$ cat src/rtl/slot_alloc_pkg.sv
package slot_alloc_pkg;
  typedef enum logic {
    CLS_RX = 1'b0,
    CLS_TX = 1'b1
  } req_class_e;
endpackage

$ cat src/rtl/slot_range_mask.sv
module slot_range_mask
  import slot_alloc_pkg::*;
#(
  parameter int POOL = 16
) (
  input  req_class_e       cls,
  output logic [POOL-1:0]  allow
);
  localparam int RSV = POOL / 4;

  for (genvar g = 0; g < POOL; g++) begin : g_bit
    if (g < RSV) begin : g_rsv
      assign allow[g] = (cls == CLS_RX);
    end else begin : g_shared
      assign allow[g] = 1'b1;
    end
  end
endmodule

$ cat src/rtl/slot_first_free.sv
module slot_first_free #(
  parameter int POOL  = 16,
  parameter int IDX_W = $clog2(POOL)
) (
  input  logic [POOL-1:0]  cand,
  output logic             found,
  output logic [IDX_W-1:0] idx
);
  always_comb begin
    found = 1'b0;
    idx   = '0;
    for (int i = POOL - 1; i >= 0; i--) begin
      if (cand[i]) begin
        found = 1'b1;
        idx   = i[IDX_W-1:0];
      end
    end
  end
endmodule

$ cat src/rtl/slot_used_bank.sv
module slot_used_bank #(
  parameter int POOL  = 16,
  parameter int IDX_W = $clog2(POOL)
) (
  input  logic             clk,
  input  logic             rst,
  input  logic             set_en,
  input  logic [IDX_W-1:0] set_idx,
  input  logic             clr_en,
  input  logic [IDX_W-1:0] clr_idx,
  output logic [POOL-1:0]  used_q
);
  logic [POOL-1:0] used_n;

  always_comb begin
    used_n = used_q;
    if (clr_en) used_n[clr_idx] = 1'b0;
    if (set_en) used_n[set_idx] = 1'b1;
  end

  always_ff @(posedge clk) begin
    if (rst) used_q <= '0;
    else     used_q <= used_n;
  end
endmodule

$ cat src/rtl/slot_alloc_top.sv
module slot_alloc_top
  import slot_alloc_pkg::*;
#(
  parameter int POOL  = 16,
  parameter int IDX_W = $clog2(POOL),
  parameter int CNT_W = $clog2(POOL + 1)
) (
  input  logic             clk,
  input  logic             rst,
  input  logic             alloc_req,
  input  logic             alloc_tx,
  input  logic             rel_req,
  input  logic [IDX_W-1:0] rel_idx,
  output logic             gnt_valid,
  output logic             gnt_fail,
  output logic [IDX_W-1:0] gnt_slot,
  output logic             rel_err,
  output logic [CNT_W-1:0] free_cnt
);
  localparam logic [POOL-1:0] ONE_HOT0 = {{(POOL-1){1'b0}}, 1'b1};

  logic [POOL-1:0]  used_q;
  logic [POOL-1:0]  allow;
  logic [POOL-1:0]  rel_hot;
  logic [POOL-1:0]  cand;
  logic             found;
  logic [IDX_W-1:0] pick;
  logic             rel_ok;
  logic             do_grant;
  req_class_e       cls;

  assign cls      = alloc_tx ? CLS_TX : CLS_RX;
  assign rel_hot  = rel_req ? (ONE_HOT0 << rel_idx) : '0;
  assign cand     = ~used_q & allow & ~rel_hot;
  assign rel_ok   = rel_req & used_q[rel_idx];
  assign do_grant = alloc_req & found;

  slot_range_mask #(.POOL(POOL)) u_mask (
    .cls   (cls),
    .allow (allow)
  );

  slot_first_free #(.POOL(POOL), .IDX_W(IDX_W)) u_pick (
    .cand  (cand),
    .found (found),
    .idx   (pick)
  );

  slot_used_bank #(.POOL(POOL), .IDX_W(IDX_W)) u_bank (
    .clk     (clk),
    .rst     (rst),
    .set_en  (do_grant),
    .set_idx (pick),
    .clr_en  (rel_ok),
    .clr_idx (rel_idx),
    .used_q  (used_q)
  );

  always_ff @(posedge clk) begin
    if (rst) begin
      gnt_valid <= 1'b0;
      gnt_fail  <= 1'b0;
      gnt_slot  <= '0;
      rel_err   <= 1'b0;
      free_cnt  <= CNT_W'(POOL);
    end else begin
      gnt_valid <= do_grant;
      gnt_fail  <= alloc_req & ~found;
      gnt_slot  <= do_grant ? pick : '0;
      rel_err   <= rel_req & ~rel_ok;
      free_cnt  <= free_cnt - CNT_W'(do_grant) + CNT_W'(rel_ok);
    end
  end
endmodule

$ cat config.mk
export PLATFORM = sky130hd
export DESIGN_NAME = slot_alloc_top
export DESIGN_NICKNAME = d
export VERILOG_FILES = /design/src/rtl/slot_alloc_pkg.sv /design/src/rtl/slot_range_mask.sv /design/src/rtl/slot_first_free.sv /design/src/rtl/slot_used_bank.sv /design/src/rtl/slot_alloc_top.sv
export SDC_FILE = /design/constraint.sdc
export NUM_CORES = 1
export LEC_CHECK = 0
export ABC_AREA = 1
export CAP_MARGIN = 10
export CORE_MARGIN = 3
export CORE_UTILIZATION = 60
export DETAILED_ROUTE_END_ITERATION = 8
export DONT_BUFFER_PORTS = 1
export PLACE_DENSITY = 0.73
export SETUP_SLACK_MARGIN = 0.2
export SLEW_MARGIN = 30
export SYNTH_ARGS = -nofsm -noshare
export SYNTH_HDL_FRONTEND = slang
export SYNTH_SLANG_ARGS = --single-unit
$ cat constraint.sdc
create_clock -name clk -period 3 [get_ports clk]
set_input_delay 0.3 -clock clk [delete_from_list [all_inputs] [get_ports clk]]
set_output_delay 0.3 -clock clk [all_outputs]
set_load 0.005 [all_outputs]
After elaboration in Yosys (flattened, before gate mapping). Cells that the tools add are included.

Output and inout bits: 12. Flip-flop bits (word level): 28. Input port bits: 9.

Mux-type cells: 42. Bitwise logic cells: 15. Shift-type cells: 1. Add/subtract/negate cells: 2. Order comparisons: 4. Reduce and logical (&&, ||, !) cells: 3.

Operators with widths (number): 2-to-1 mux 4 bit (16); bitwise AND 16 bit (3); 2-to-1 mux 16 bit (3); inverter 16 bit (3); 2-to-1 mux 1 bit (20); OR 16 bit (1); << shifter 1 x 4 -> 16 bit, first input constant (1); less-than comparator 4 x 5 -> 1 bit, second input constant (2); demux 1 bit (select 4 bit) (2); >= comparator 4 x 1 -> 1 bit, second input constant (2); adder 5 x 1 -> 5 bit (1); subtractor 5 x 1 -> 5 bit (1); bitwise AND 1 bit (4); binary-select mux 1 bit (select 4 bit) (1); inverter 1 bit (4); logical AND 1 bit (2); OR reduction 2 bit (1).

Logic depth before layout (Yosys ltp).
Depth after elaboration: 26. Depth in mapped cells: 22. Gate-level depth less buffers: 21.

By module. Synthesis repeated with hierarchy kept, for this count alone.

Cell total of the unflattened synthesis: 335. Area, all modules: 2048.2 um^2.

By module, submodules not included: slot_alloc_top (instances 1, area each 935.9 um^2, cells each 159, seq. area each 240.2 um^2); slot_used_bank (instances 1, area each 783.3 um^2, cells each 110, seq. area each 320.3 um^2); slot_first_free (instances 1, area each 209.0 um^2, cells each 49, seq. area each 0.0 um^2); slot_range_mask (instances 1, area each 120.1 um^2, cells each 17, seq. area each 0.0 um^2).

Worst setup path after synthesis. Ideal clock, no wire load.

Path type: input-to-reg. Start: in rel_idx[1]. End: reg free_cnt[4]. Setup slack: 232 ps. Data arrival time: 2644 ps. Data required time: 2876 ps. Cell stages on the path: 20. Buffers on the path: 1. Cell sequence: buf_6 -> inv_4 -> nor2_8 -> nand2_4 -> nor2_2 -> nor3_1 -> nor2_4 -> nand3_4 -> nor2_4 -> inv_2 -> nor2_1 -> nor2_1 -> ha_1 -> inv_1 -> ha_1 -> fa_1 -> nand2_1 -> nand2_1 -> a21oi_1 -> o21ai_0.

Longest elaborated chain between the ends: 23. Elaborated cells on any way between the ends: 26. Those cells by class: add/sub (2); shift (1); mux (19); bitwise (4).

RTL lines: start: declaration (line slot_alloc_top.sv:13) `input logic [IDX_W-1:0] rel_idx,`; << shifter 1 x 4 -> 16 bit * (line slot_alloc_top.sv:33) `assign rel_hot = rel_req ? (ONE_HOT0 << rel_idx) : '0;`; 2-to-1 mux 16 bit * (line slot_alloc_top.sv:33); inverter 16 bit * (line slot_alloc_top.sv:34) `assign cand = ~used_q & allow & ~rel_hot;`; bitwise AND 16 bit * (line slot_alloc_top.sv:34); 2-to-1 mux 1 bit (15 in a row) (line slot_first_free.sv:13) `if (cand[i]) begin`; 2-to-1 mux 1 bit * (line slot_first_free.sv:13); bitwise AND 1 bit * (line slot_alloc_top.sv:36) `assign do_grant = alloc_req & found;`; via do_grant (line slot_alloc_top.sv:29) `logic do_grant;`; subtractor 5 x 1 -> 5 bit * (line slot_alloc_top.sv:71) `free_cnt <= free_cnt - CNT_W'(do_grant) + CNT_W'(rel_ok);`; adder 5 x 1 -> 5 bit * (line slot_alloc_top.sv:71); end signal: assignment (line slot_alloc_top.sv:65) `free_cnt <= CNT_W'(POOL);`; end signal: assignment (line slot_alloc_top.sv:71); end: declaration (line slot_alloc_top.sv:18) `output logic [CNT_W-1:0] free_cnt`.

Mark *: on every way through the listed nets, which the timed path passes. The rest lies on a longest branch. The select of a mux whose other input is x is not followed. A chain may end at the register's enable or synchronous reset.

Worst setup path in the final report.
Start: reg u_bank.used_q[14]. End: reg free_cnt[4].

Longest elaborated chain between the ends: 21. Elaborated cells on any way between the ends: 24. Those cells by class: add/sub (2); mux (17); bitwise (5).

RTL lines: start: declaration (line slot_used_bank.sv:11) `output logic [POOL-1:0] used_q`; start signal: assignment (line slot_used_bank.sv:23) `else used_q <= used_n;`; inverter 16 bit (line slot_alloc_top.sv:34); bitwise AND 16 bit (2 in a row) (line slot_alloc_top.sv:34); 2-to-1 mux 1 bit (15 in a row) (line slot_first_free.sv:13); bitwise AND 1 bit (line slot_alloc_top.sv:36); via do_grant (line slot_alloc_top.sv:29); subtractor 5 x 1 -> 5 bit (line slot_alloc_top.sv:71); adder 5 x 1 -> 5 bit (line slot_alloc_top.sv:71).

The timed path passes the listed nets, and every way through them passes these cells. The select of a mux whose other input is x is not followed.

==> results_dict.tcl <==
set metrics [dict create \
    outcome "completed" \
    num_antenna_cells 0 \
    cts_tree "done" \
    area_growth_syn_to_layout_pct 2.17 \
    ir_drop_uv 387 \
    hpwl_mm 3.46 \
    ys_warn_count 0 \
    fin_skew_ns 0.00545 \
    hp-class "in2reg" \
    period_needed_ns 2.55 \
    die_h_um 62.3 \
    clock_path_buffers 2 \
    drtPass1Iterations 4 \
    worstPathRequired_ns 3.27 \
    yosysUniqueCellTypes 36 \
    htreeDepth 1 \
    grt_pass1_vias 1599 \
    cap_violations 0 \
    fp-row-count 19 \
    endpoint_kind "flop" \
    design_area_sq_mm 0.00195 \
    crit_family "adder cells" \
    yosysTopAreaCell "dfxtp_1" \
    place_area_sq_mm 0.00191 \
    busiest_layer "met2" \
    p_per_area_mw_per_mm2 412 \
    cts-buffers-inserted 3 \
    finalHoldViolations 0 \
    dp_slack_ns -0.0209 \
    gp_congestion 0.939 \
    grtUsageMet1_pct 32.6 \
    num-nets-final 279 \
    use_met3_pct 5.05 \
    ant_nets 0 \
    crit_fanout 3 \
    io_pins 21 \
    fin_crit_sh_pct 85.0 \
    ys_top_cells_by_area "dfxtp_1, nand2_1, inv_1, a21oi_1, nand3_1" \
    synth.avg_cell_area_sq_um 7.21 \
    clock-sinks 28 \
    path_buf_inv 4 \
    cp.arrival_ns 2.82 \
    cts_hold_buf 0 \
    p_leak_nw 0.772 \
    syn-cell-area_sq_mm 0.00190 \
    syn_inst 264 \
    drv_slew 0 \
    core_sq_mm 0.00288 \
    viasPerCell 5.55 \
    grt_first_pass_wirelength_mm 7.40 \
    worst_skew_pair.late_latency_ns 0.32 \
    die-area_sq_mm 0.00389 \
    setup_viol 0 \
    track_usage_pct 23.6 \
    synth-seq-area-share_pct 29.4 \
    synth.top_cell.area_share_pct 29.4 \
    antenna_found_initial 0 \
    max_slew.worst_pin.slew_ns 0.439 \
    max_freq_mhz 392 \
    clkTransAtPathRegs_ns 0.14 \
    grt_max_degree 21 \
    cpMostUsedCell "inv_1" \
    root_buffer "clkbuf_4" \
    first_iter_violations 208 \
    drc 0 \
    drive_gt1_share_pct 17.9 \
    syn-num-nets 279 \
    cp_cell_sequence "inv_1 -> a21oi_2 -> inv_1 -> nor3_2 -> inv_1 -> nor2_2 -> nor2_1 -> ha_1 -> inv_1 -> ha_1 -> fa_2 -> nand2_1 -> nand2_1 -> a21oi_2 -> a21oi_1 -> o21ai_0" \
    port_buffers 0 \
    ys_ff_latch 28 \
    grt_util_met2_pct 37.9 \
    overflow 0 \
    setup_ws_ns 0.450 \
    initial_utilization_pct 66.2 \
    grt_setup_unrepaired "false" \
    wl_per_cell_um 14.8 \
    vias 1688 \
    cp_slowest_cell "dfxtp_1" \
    slowest_delay_ns 0.37 \
    wl_mm 4.51 \
    die_w_um 62.3 \
    worstSetupStartpointType "flop" \
    maxSlewHeadroom_pct 70.7 \
    crit_type "reg2reg" \
]
## cell type report
class | count | area [sq um]
Multi-Input combinational cell | 181 | 1110
Fill cell | 266 | 931
Sequential cell | 28 | 561
Inverter | 48 | 185
Tap cell | 42 | 52.6
Clock buffer | 3 | 22.5
Timing Repair Buffer | 2 | 15.0
## worst reg2reg max path, cell delays in order, from the launching register on
cell and delay [ns]:
dfxtp_1 0.37, inv_1 0.06, a21oi_2 0.21, inv_1 0.10, nor3_2 0.18, inv_1 0.09, nor2_2 0.14, nor2_1 0.06
ha_1 0.27, inv_1 0.04, ha_1 0.21, fa_2 0.35, nand2_1 0.07, nand2_1 0.06, a21oi_2 0.13, a21oi_1 0.08
o21ai_0 0.07
## path summary, 6_finish.rpt
path	start	end	slack (ns)	cells after the start
hold reg to reg	u_bank.used_q[8]	u_bank.used_q[8]	0.48	2
hold / removal	rst	u_bank.used_q[1]	0.02	1
setup / recovery	u_bank.used_q[14]	free_cnt[4]	0.45	16
setup reg to reg	u_bank.used_q[14]	free_cnt[4]	0.45	16
## layout by cell type, fill, tap and decap left out, drive strengths merged, types with 5 or more instances in the layout
master | synthesis | routed
nand2 | 53 | 53
inv | 47 | 47
dfxtp | 28 | 28
nor2 | 27 | 27
a21oi | 26 | 26
nand3 | 20 | 20
o21ai | 17 | 17
o31ai | 10 | 10
nand4 | 9 | 9
nor3 | 6 | 6
ha | 5 | 5
## power breakdown
part           internal, mW  switching [mW]
clock network        0.0471           0.106
logic                0.0787           0.146
registers             0.400          0.0235
total                 0.526           0.275
## cells by family after synthesis
kind of cell | share of synthesized area, %
flops | 29.4
fa+ha+maj | 4.34
xor+xnor | 0.460
buf+inv | 13.1
compound gates | 17.9
simple gates | 34.8
## registers in the layout, summed over array words and instances (netlist names)
register and cells:
free_cnt 5, gnt_valid 1, gnt_fail 1, rel_err 1, gnt_slot 4, u_bank.used_q 16
## synthesized netlist by cell type
library cell and instances:
o21ai_2 1, nor3_2 1, o21ai_0 10, dfxtp_1 28, o22ai_1 4, a21oi_1 24, buf_4 1, xor2_1 1
buf_2 1, inv_4 2, nand2_2 5, nand3_2 1, inv_2 8, nand2_4 3, inv_1 37, nor4_4 1
o21ai_1 6, o31ai_1 10, nand2_1 44, a21oi_4 1, nand2_8 1, nand4_1 9, nor2_4 3, ha_1 5
nor2_1 17, clkbuf_4 1, nor3_1 5, a21oi_2 1, nor2_8 2, clkinv_1 1, a31oi_1 1, nor2_2 5
buf_6 4, nand3_4 2, fa_1 1, nand3_1 17
## layer usage
| metal | up-vias | part of all wire, % |
|---|---|---|
| met5 | - | 0 |
| met4 | 0 | 0.93 |
| met3 | 4 | 9.3 |
| met2 | 68 | 44 |
| met1 | 743 | 45 |
| li1 | 873 | - |
## per-stage QoR
| stage | hold slack [ns] | setup TNS [ns] | cells | util [%] | total power, mW |
|---|---|---|---|---|---|
| final | 0.0242 | 0 | 304 | 67.6 | 0.802 |
| after global routing | 0.00924 | 0 | 304 | 67.6 | 0.851 |
| after CTS | 0.0101 | 0 | 304 | 67.1 | 0.798 |
| after detailed placement | 0.375 | -0.0209 | 301 | 66.3 | 0.646 |
| after global placement | 0.372 | 0 | 301 | 66.3 | 0.639 |
| after floorplan | 0.446 | 0 | 264 | - | 0.613 |
## what timing repair did
action / 4_1_cts / 5_1_grt
resized for setup: 0 / 5
endpoints found under the setup margin: 0 / 1
setup buffers: 0 / 0
endpoints found under the hold margin: 0 / 0
(Power assumes the default switching activity.)
